`src/rtl/fcmd_pkg.sv`:
```
`timescale 1ns/1ps
package fcmd_pkg;
  // command codes
  localparam logic [7:0] OP_PROG = 8'h1A;
  localparam logic [7:0] OP_SECT = 8'h2B;
  localparam logic [7:0] OP_MASS = 8'h3C;
  localparam logic [7:0] OP_VRFY = 8'h4D;

  // status bit positions
  localparam int ST_EMPTY = 0;
  localparam int ST_DONE  = 1;
  localparam int ST_ACC   = 2;
  localparam int ST_PROT  = 3;

  // register indices
  localparam logic [1:0] RG_STAT = 2'd0;
  localparam logic [1:0] RG_CMD  = 2'd1;
  localparam logic [1:0] RG_ADDR = 2'd2;
  localparam logic [1:0] RG_DATA = 2'd3;

  typedef enum logic [1:0] {SQ_IDLE, SQ_ADDR, SQ_CMD} seq_e;

  function automatic logic code_ok(input logic [7:0] c);
    return (c == OP_PROG) || (c == OP_SECT) || (c == OP_MASS) || (c == OP_VRFY);
  endfunction
endpackage

```
`src/rtl/fcmd_seq_fsm.sv`:
```
`timescale 1ns/1ps
module fcmd_seq_fsm import fcmd_pkg::*; #(
  parameter int AW = 16,
  parameter int DW = 16,
  parameter logic [AW-1:0] PROT_LO = 'hF000,
  parameter logic [AW-1:0] PROT_HI = 'hFFFF
) (
  input  logic          clk,
  input  logic          rst,
  input  logic          bus_wr,
  input  logic          bus_array,
  input  logic [AW-1:0] bus_addr,
  input  logic [DW-1:0] bus_wdata,
  output logic [AW-1:0] hold_addr,
  output logic [DW-1:0] hold_data,
  output logic [7:0]    hold_cmd,
  output logic          launch,
  output logic          cancel,
  output logic          acc_err,
  output logic          prot_err
);
  seq_e state_q, state_n;
  logic set_acc, set_prot, cap, store;
  logic arr_wr, cmd_wr, st_wr, go, err_any, in_prot;
  logic [7:0] code;

  assign arr_wr  = bus_wr && bus_array;
  assign cmd_wr  = bus_wr && !bus_array && (bus_addr[1:0] == RG_CMD);
  assign st_wr   = bus_wr && !bus_array && (bus_addr[1:0] == RG_STAT);
  assign go      = st_wr && bus_wdata[ST_EMPTY];
  assign err_any = acc_err || prot_err;
  assign code    = bus_wdata[7:0];
  assign in_prot = (hold_addr >= PROT_LO) && (hold_addr <= PROT_HI);

  always_comb begin
    state_n  = state_q;
    set_acc  = 1'b0;
    set_prot = 1'b0;
    cap      = 1'b0;
    store    = 1'b0;
    launch   = 1'b0;
    if (arr_wr) begin
      if (state_q == SQ_IDLE && !err_any) begin
        cap     = 1'b1;
        state_n = SQ_ADDR;
      end else begin
        set_acc = 1'b1;
        state_n = SQ_IDLE;
      end
    end else if (cmd_wr) begin
      if (state_q != SQ_ADDR || !code_ok(code)) begin
        set_acc = 1'b1;
        state_n = SQ_IDLE;
      end else if (code != OP_VRFY && in_prot) begin
        set_prot = 1'b1;
        state_n  = SQ_IDLE;
      end else begin
        store   = 1'b1;
        state_n = SQ_CMD;
      end
    end else if (go) begin
      if (state_q == SQ_CMD) launch = 1'b1;
      else                   set_acc = 1'b1;
      state_n = SQ_IDLE;
    end
  end

  assign cancel = cap;

  always_ff @(posedge clk) begin
    if (rst) begin
      state_q   <= SQ_IDLE;
      acc_err   <= 1'b0;
      prot_err  <= 1'b0;
      hold_addr <= '0;
      hold_data <= '0;
      hold_cmd  <= '0;
    end else begin
      state_q  <= state_n;
      acc_err  <= set_acc  || (acc_err  && !(st_wr && bus_wdata[ST_ACC]));
      prot_err <= set_prot || (prot_err && !(st_wr && bus_wdata[ST_PROT]));
      if (cap) begin
        hold_addr <= bus_addr;
        hold_data <= bus_wdata;
      end
      if (store) hold_cmd <= code;
    end
  end
endmodule

```
`src/rtl/fcmd_engine.sv`:
```
`timescale 1ns/1ps
module fcmd_engine import fcmd_pkg::*; #(
  parameter int AW = 16,
  parameter int DW = 16,
  parameter int CYC_PROG = 4,
  parameter int CYC_SECT = 12,
  parameter int CYC_MASS = 20,
  parameter int CYC_VRFY = 3
) (
  input  logic          clk,
  input  logic          rst,
  input  logic          launch,
  input  logic          cancel,
  input  logic [AW-1:0] hold_addr,
  input  logic [DW-1:0] hold_data,
  input  logic [7:0]    hold_cmd,
  output logic          buf_empty,
  output logic          cmd_done,
  output logic          op_start,
  output logic [7:0]    op_cmd,
  output logic [AW-1:0] op_addr,
  output logic [DW-1:0] op_data,
  output logic          op_busy
);
  localparam int M1   = (CYC_PROG > CYC_SECT) ? CYC_PROG : CYC_SECT;
  localparam int M2   = (CYC_MASS > CYC_VRFY) ? CYC_MASS : CYC_VRFY;
  localparam int MAXC = (M1 > M2) ? M1 : M2;
  localparam int CW   = $clog2(MAXC + 1);

  logic          pending_q;
  logic [CW-1:0] cnt_q;
  logic          issue, fin;

  function automatic logic [CW-1:0] load_of(input logic [7:0] c);
    case (c)
      OP_PROG: return CW'(CYC_PROG - 1);
      OP_SECT: return CW'(CYC_SECT - 1);
      OP_MASS: return CW'(CYC_MASS - 1);
      default: return CW'(CYC_VRFY - 1);
    endcase
  endfunction

  assign issue     = pending_q && !op_busy;
  assign fin       = op_busy && (cnt_q == '0);
  assign buf_empty = !pending_q;

  always_ff @(posedge clk) begin
    if (rst) begin
      pending_q <= 1'b0;
      op_busy   <= 1'b0;
      cnt_q     <= '0;
      cmd_done  <= 1'b1;
      op_start  <= 1'b0;
      op_cmd    <= '0;
      op_addr   <= '0;
      op_data   <= '0;
    end else begin
      op_start <= issue;
      if (launch)              pending_q <= 1'b1;
      else if (issue || cancel) pending_q <= 1'b0;

      if (issue) begin
        op_busy <= 1'b1;
        cnt_q   <= load_of(hold_cmd);
        op_cmd  <= hold_cmd;
        op_addr <= hold_addr;
        op_data <= hold_data;
      end else if (fin) begin
        op_busy <= 1'b0;
      end else if (op_busy) begin
        cnt_q <= cnt_q - 1'b1;
      end

      if (launch)                            cmd_done <= 1'b0;
      else if (fin && (!pending_q || cancel)) cmd_done <= 1'b1;
    end
  end
endmodule

```
`src/rtl/fcmd_rdmux.sv`:
```
`timescale 1ns/1ps
module fcmd_rdmux import fcmd_pkg::*; #(
  parameter int AW = 16,
  parameter int DW = 16
) (
  input  logic          clk,
  input  logic          rst,
  input  logic          bus_rd,
  input  logic          bus_array,
  input  logic [1:0]    reg_idx,
  input  logic [7:0]    status,
  input  logic [AW-1:0] hold_addr,
  input  logic [DW-1:0] hold_data,
  input  logic [7:0]    hold_cmd,
  output logic [DW-1:0] bus_rdata
);
  always_ff @(posedge clk) begin
    if (rst) begin
      bus_rdata <= '0;
    end else if (bus_rd) begin
      if (bus_array) begin
        bus_rdata <= '0;
      end else begin
        case (reg_idx)
          RG_STAT: bus_rdata <= DW'(status);
          RG_CMD:  bus_rdata <= DW'(hold_cmd);
          RG_ADDR: bus_rdata <= DW'(hold_addr);
          default: bus_rdata <= hold_data;
        endcase
      end
    end
  end
endmodule

```
`src/rtl/fcmd_seq.sv`:
```
`timescale 1ns/1ps
module fcmd_seq import fcmd_pkg::*; #(
  parameter int AW = 16,
  parameter int DW = 16,
  parameter logic [AW-1:0] PROT_LO = 'hF000,
  parameter logic [AW-1:0] PROT_HI = 'hFFFF,
  parameter int CYC_PROG = 4,
  parameter int CYC_SECT = 12,
  parameter int CYC_MASS = 20,
  parameter int CYC_VRFY = 3
) (
  input  logic          clk,
  input  logic          rst,
  input  logic          bus_wr,
  input  logic          bus_rd,
  input  logic          bus_array,
  input  logic [AW-1:0] bus_addr,
  input  logic [DW-1:0] bus_wdata,
  output logic [DW-1:0] bus_rdata,
  output logic          buf_empty,
  output logic          cmd_done,
  output logic          acc_err,
  output logic          prot_err,
  output logic          op_start,
  output logic [7:0]    op_cmd,
  output logic [AW-1:0] op_addr,
  output logic [DW-1:0] op_data,
  output logic          op_busy
);
  logic [AW-1:0] hold_addr;
  logic [DW-1:0] hold_data;
  logic [7:0]    hold_cmd;
  logic          launch, cancel;
  logic [7:0]    status;

  always_comb begin
    status           = '0;
    status[ST_EMPTY] = buf_empty;
    status[ST_DONE]  = cmd_done;
    status[ST_ACC]   = acc_err;
    status[ST_PROT]  = prot_err;
  end

  fcmd_seq_fsm #(.AW(AW), .DW(DW), .PROT_LO(PROT_LO), .PROT_HI(PROT_HI)) u_fsm (
    .clk(clk), .rst(rst), .bus_wr(bus_wr), .bus_array(bus_array),
    .bus_addr(bus_addr), .bus_wdata(bus_wdata),
    .hold_addr(hold_addr), .hold_data(hold_data), .hold_cmd(hold_cmd),
    .launch(launch), .cancel(cancel), .acc_err(acc_err), .prot_err(prot_err)
  );

  fcmd_engine #(.AW(AW), .DW(DW), .CYC_PROG(CYC_PROG), .CYC_SECT(CYC_SECT),
                .CYC_MASS(CYC_MASS), .CYC_VRFY(CYC_VRFY)) u_eng (
    .clk(clk), .rst(rst), .launch(launch), .cancel(cancel),
    .hold_addr(hold_addr), .hold_data(hold_data), .hold_cmd(hold_cmd),
    .buf_empty(buf_empty), .cmd_done(cmd_done), .op_start(op_start),
    .op_cmd(op_cmd), .op_addr(op_addr), .op_data(op_data), .op_busy(op_busy)
  );

  fcmd_rdmux #(.AW(AW), .DW(DW)) u_rd (
    .clk(clk), .rst(rst), .bus_rd(bus_rd), .bus_array(bus_array),
    .reg_idx(bus_addr[1:0]), .status(status), .hold_addr(hold_addr),
    .hold_data(hold_data), .hold_cmd(hold_cmd), .bus_rdata(bus_rdata)
  );
endmodule

```
`config.mk`:
```
export PLATFORM = sky130hd
export DESIGN_NAME = fcmd_seq
export DESIGN_NICKNAME = d
export VERILOG_FILES = /design/src/rtl/fcmd_pkg.sv /design/src/rtl/fcmd_seq_fsm.sv /design/src/rtl/fcmd_engine.sv /design/src/rtl/fcmd_rdmux.sv /design/src/rtl/fcmd_seq.sv
export SDC_FILE = /design/constraint.sdc
export NUM_CORES = 1
export LEC_CHECK = 0
export ABC_AREA = 1
export BUFFER_PORTS_ARGS = -buffer_cell sky130_fd_sc_hd__buf_4
export CAP_MARGIN = 5
export CORE_MARGIN = 2
export CORE_UTILIZATION = 50
export CTS_BUF_LIST = sky130_fd_sc_hd__clkbuf_4
export CTS_CLUSTER_DIAMETER = 80
export DETAILED_ROUTE_END_ITERATION = 16
export PLACE_DENSITY = 0.82
export SETUP_SLACK_MARGIN = 0.02
export SYNTH_ARGS = -nofsm -noshare
export SYNTH_HDL_FRONTEND = slang
export SYNTH_SLANG_ARGS = --single-unit
```
`constraint.sdc`:
```
create_clock -name clk -period 3 [get_ports clk]
set_clock_uncertainty 0.2 [all_clocks]
set_input_delay 0.45 -clock clk [delete_from_list [all_inputs] [get_ports clk]]
set_output_delay 0.45 -clock clk [all_outputs]
set_load 0.01 [all_outputs]
```
==> results.toml <==
[outcome]
status = "completed"

[finish]
final_cell_count_no_fill = 749
antennaDiodeCount = 0
final_util_pct = 63.1
design.final.nets = 679
drive_above_1_share_pct = 21.1
area.growth.synth_to_final_pct = 22.0
post_layout_instance_area_sq_um = 5190

[logic_synthesis]
synth_seq_area_share_pct = 51.3
synth.avg_cell_area_sq_um = 7.69
netlist_area_sq_um = 4250
synth_enable_flop_cells = 0
cell_count_after_synthesis = 553
netlist_top_cells_area = "sky130_fd_sc_hd__dfxtp_1 (51%), sky130_fd_sc_hd__nand2_1 (9.7%), sky130_fd_sc_hd__a21oi_1 (7.1%), sky130_fd_sc_hd__o21ai_0 (5.5%), sky130_fd_sc_hd__inv_1 (4.9%)"
synthTopCellsByCount = "sky130_fd_sc_hd__nand2_1 (110), sky130_fd_sc_hd__dfxtp_1 (109), sky130_fd_sc_hd__a21oi_1 (60)"
synth_top_area_share_pct = 51.3
yosys_warnings = 0
synth_ff_type = "sky130_fd_sc_hd__dfxtp_1"
synth_cell_types = 35
ys_ff_latch = 109
post-synth-top-count-cell = "sky130_fd_sc_hd__nand2_1"
synth-async-reset-ratio_pct = 0
synth_top_area_cell = "sky130_fd_sc_hd__dfxtp_1"
synthesis.nets = 592

[timing]
grt_setup_unrepaired = "false"
final-hold-violation-count = 0
final_period_minus_worst_setup_slack_ns = 2.10
maxSlewViolCount = 0
max_freq_mhz = 476
finalSetupTns_ns = 0
final_min_period_over_clock_period_pct = 70.0
least_margin_pin_slew_ns = 1.00
setup_viol = 0
post-route-worst-setup-slack_ns = 0.899
max_transition_margin_pct = 33.0

[critical_path]
worst-path-max-fanout = 50
cp.arrival_ns = 2.23
required_ns = 3.13
regToRegSetupSlack_ns = 0.90
worst_r2r_path_depth = 6
worstPathCellList = "nor2_1 -> nand3_1 -> nor2_4 -> inv_2 -> o21ai_0 -> a21oi_1"
critPathMaxStageDelay_ns = 0.42
worst_r2r_endpoint = "u_fsm.hold_data[2]"
worstSetupStartpointType = "register"
rr_startpoint = "u_fsm.acc_err"
timing.critical_path.slowest_stage_cell = "sky130_fd_sc_hd__inv_2"
worstSetupPathType = "register to register"
end_kind = "register"

[routing]
detail_route.vias_per_cell = 5.29
vias = 3960
firstDrtPassIters = 5
drt_iter0_drc = 191
route.antenna.remaining_nets = 0
detail_route.drc_violations = 0
drt-total-wl_um = 11200
wl_per_cell_um = 14.9

[clocking]
root_buffer = "sky130_fd_sc_hd__clkbuf_4"
clock_tree.buffer_depth = 2
cts_repair_resize_count = 0
clk_latency_ns = 0.46
htreeDepth = 3
cts.reportedPaths.clkPinSlew_ns = 0.16
holdBufCountCts = 0
tritoncts = "built"
cts_setup_buffers = 0
cts.sink_count = 109
numCtsBuffers = 9

[global_route]
grt_max_degree = 51
overflow = 0
global_route.usage.total_pct = 24.5
grt_pass1_vias = 3707
grt_first_pass_wirelength_um = 17400
antenna_found_initial = 0

[placement]
numPortBuffers = 98
dp_hpwl_um = 8000
place_inst = 734
globalplace.congestion = 0.878
placedInstanceArea_sq_um = 5030
setup_slack_placement_ns = 0.812

[min_path]
worstHoldEndpoint = "u_fsm.hold_cmd[1]"
worstHoldPathType = "input port to register"
min-delay-start = "bus_wdata[1]"
worstHoldPathCells = 3

[floorplan]
area_enclosed_by_the_die_boundary_sq_um = 9260
num_io_pins = 99
die_height_um = 96.2
floorplan.initialDensity_pct = 51.7
fp.dieW_um = 96.2
core_region_area_sq_um = 8220
num_rows = 33

[job]
cap_violations = 0

[power]
power.density_nw_per_um2 = 493
worst_supply_voltage_drop_on_vdd_mv = 0.272
power.static_leakage_nw = 2.19
state kept, by name, indices dropped and copies added, names as in the netlist:
name             flops
u_fsm.acc_err        1
u_eng.op_addr       16
u_eng.op_cmd         8
u_fsm.hold_cmd       8
u_rd.bus_rdata      16
u_eng.op_start       1
u_fsm.prot_err       1
u_fsm.state_q        2
u_eng.op_data       16
u_eng.cmd_done       1
u_eng.op_busy        1
u_fsm.hold_addr     16
u_eng.pending_q      1
u_eng.cnt_q          5
u_fsm.hold_data     16
how the worst max path moves through the flow:
| stage | start | endpoint | depth (start not counted) |
|---|---|---|---|
| 2_1_floorplan | bus_wdata[5] | u_fsm.hold_cmd[7] | 8 |
| 3_3_place_gp | bus_array | u_fsm.hold_data[2] | 6 |
| 3_5_place_dp | bus_rd | u_rd.bus_rdata[0] | 5 |
| 4_1_cts | u_fsm.acc_err | u_fsm.hold_data[2] | 6 |
| 5_1_grt | u_fsm.acc_err | u_fsm.hold_addr[14] | 6 |
| 6_report | u_fsm.acc_err | u_fsm.hold_data[2] | 6 |
metrics by stage:
step | total power [W] | hold WS (ns)
after floorplan | 0.00167 | 0.235
after global placement | 0.00175 | 0.238
after detailed placement | 0.00176 | 0.235
after CTS | 0.00257 | 0.0189
after global routing | 0.00266 | 0.0187
final | 0.00256 | 0.0379
layout by cell type (no fill, tap or decap), types with 3 or more instances in the layout:
cell type                  synthesis  routed
sky130_fd_sc_hd__a21oi_1          60      60
sky130_fd_sc_hd__a31oi_1           3       3
sky130_fd_sc_hd__buf_4             1     101
sky130_fd_sc_hd__clkbuf_4          0       9
sky130_fd_sc_hd__dfxtp_1         109     109
sky130_fd_sc_hd__inv_1            56      56
sky130_fd_sc_hd__inv_2             9       9
sky130_fd_sc_hd__nand2_1         110     110
sky130_fd_sc_hd__nand3_1          13      13
sky130_fd_sc_hd__nor2_1           45      44
sky130_fd_sc_hd__nor2_2            2       3
sky130_fd_sc_hd__nor3_1            5       5
sky130_fd_sc_hd__o211ai_1          4       4
sky130_fd_sc_hd__o21ai_0          47      47
sky130_fd_sc_hd__o21ai_1          31      31
sky130_fd_sc_hd__o221ai_1          5       5
sky130_fd_sc_hd__o22ai_1          11      11
routing by layer:
| layer | vias to the layer above | track usage [%] | share of wire [%] |
|---|---|---|---|
| met5 | - | 0 | 0 |
| met4 | 0 | 8.21 | 1.4 |
| met3 | 15 | 3.68 | 5.3 |
| met2 | 121 | 41.7 | 47 |
| met1 | 1839 | 31.8 | 46 |
| li1 | 1985 | - | - |
layout make-up:
type	count	area, sq um
Fill cell	743	3030
Sequential cell	109	2180
Multi-Input combinational cell	352	1700
Timing Repair Buffer	101	758
Inverter	67	251
Tap cell	105	131
Clock inverter	6	95.1
Clock buffer	9	67.6
cell families (layout without fill, tap and decap cells):
family / count (synthesis) / in the layout / share of synthesized area [%]
AND/OR/NAND/NOR: 185 / 185 / 18.6
AO/OA/AOI/OAI: 165 / 165 / 20.8
buffers and inverters: 92 / 183 / 8.68
flip-flops: 109 / 109 / 51.3
adder cells (fa/ha/maj): 2 / 2 / 0.588
where the power goes:
part / internal (W) / switching, W
combinational: 0.0000809 / 0.000143
sequential: 0.00149 / 0.0000178
clock: 0.000342 / 0.000489
total: 0.00191 / 0.000649
critical path, delay by kind of cell (launching register included):
| kind | cells | cell delay, ns |
|---|---|---|
| simple gates | 3 | 0.60 |
| compound gates | 2 | 0.33 |
| buf+inv | 1 | 0.42 |
| flops | 1 | 0.40 |
Note: power is estimated with default switching activity, not from simulation.
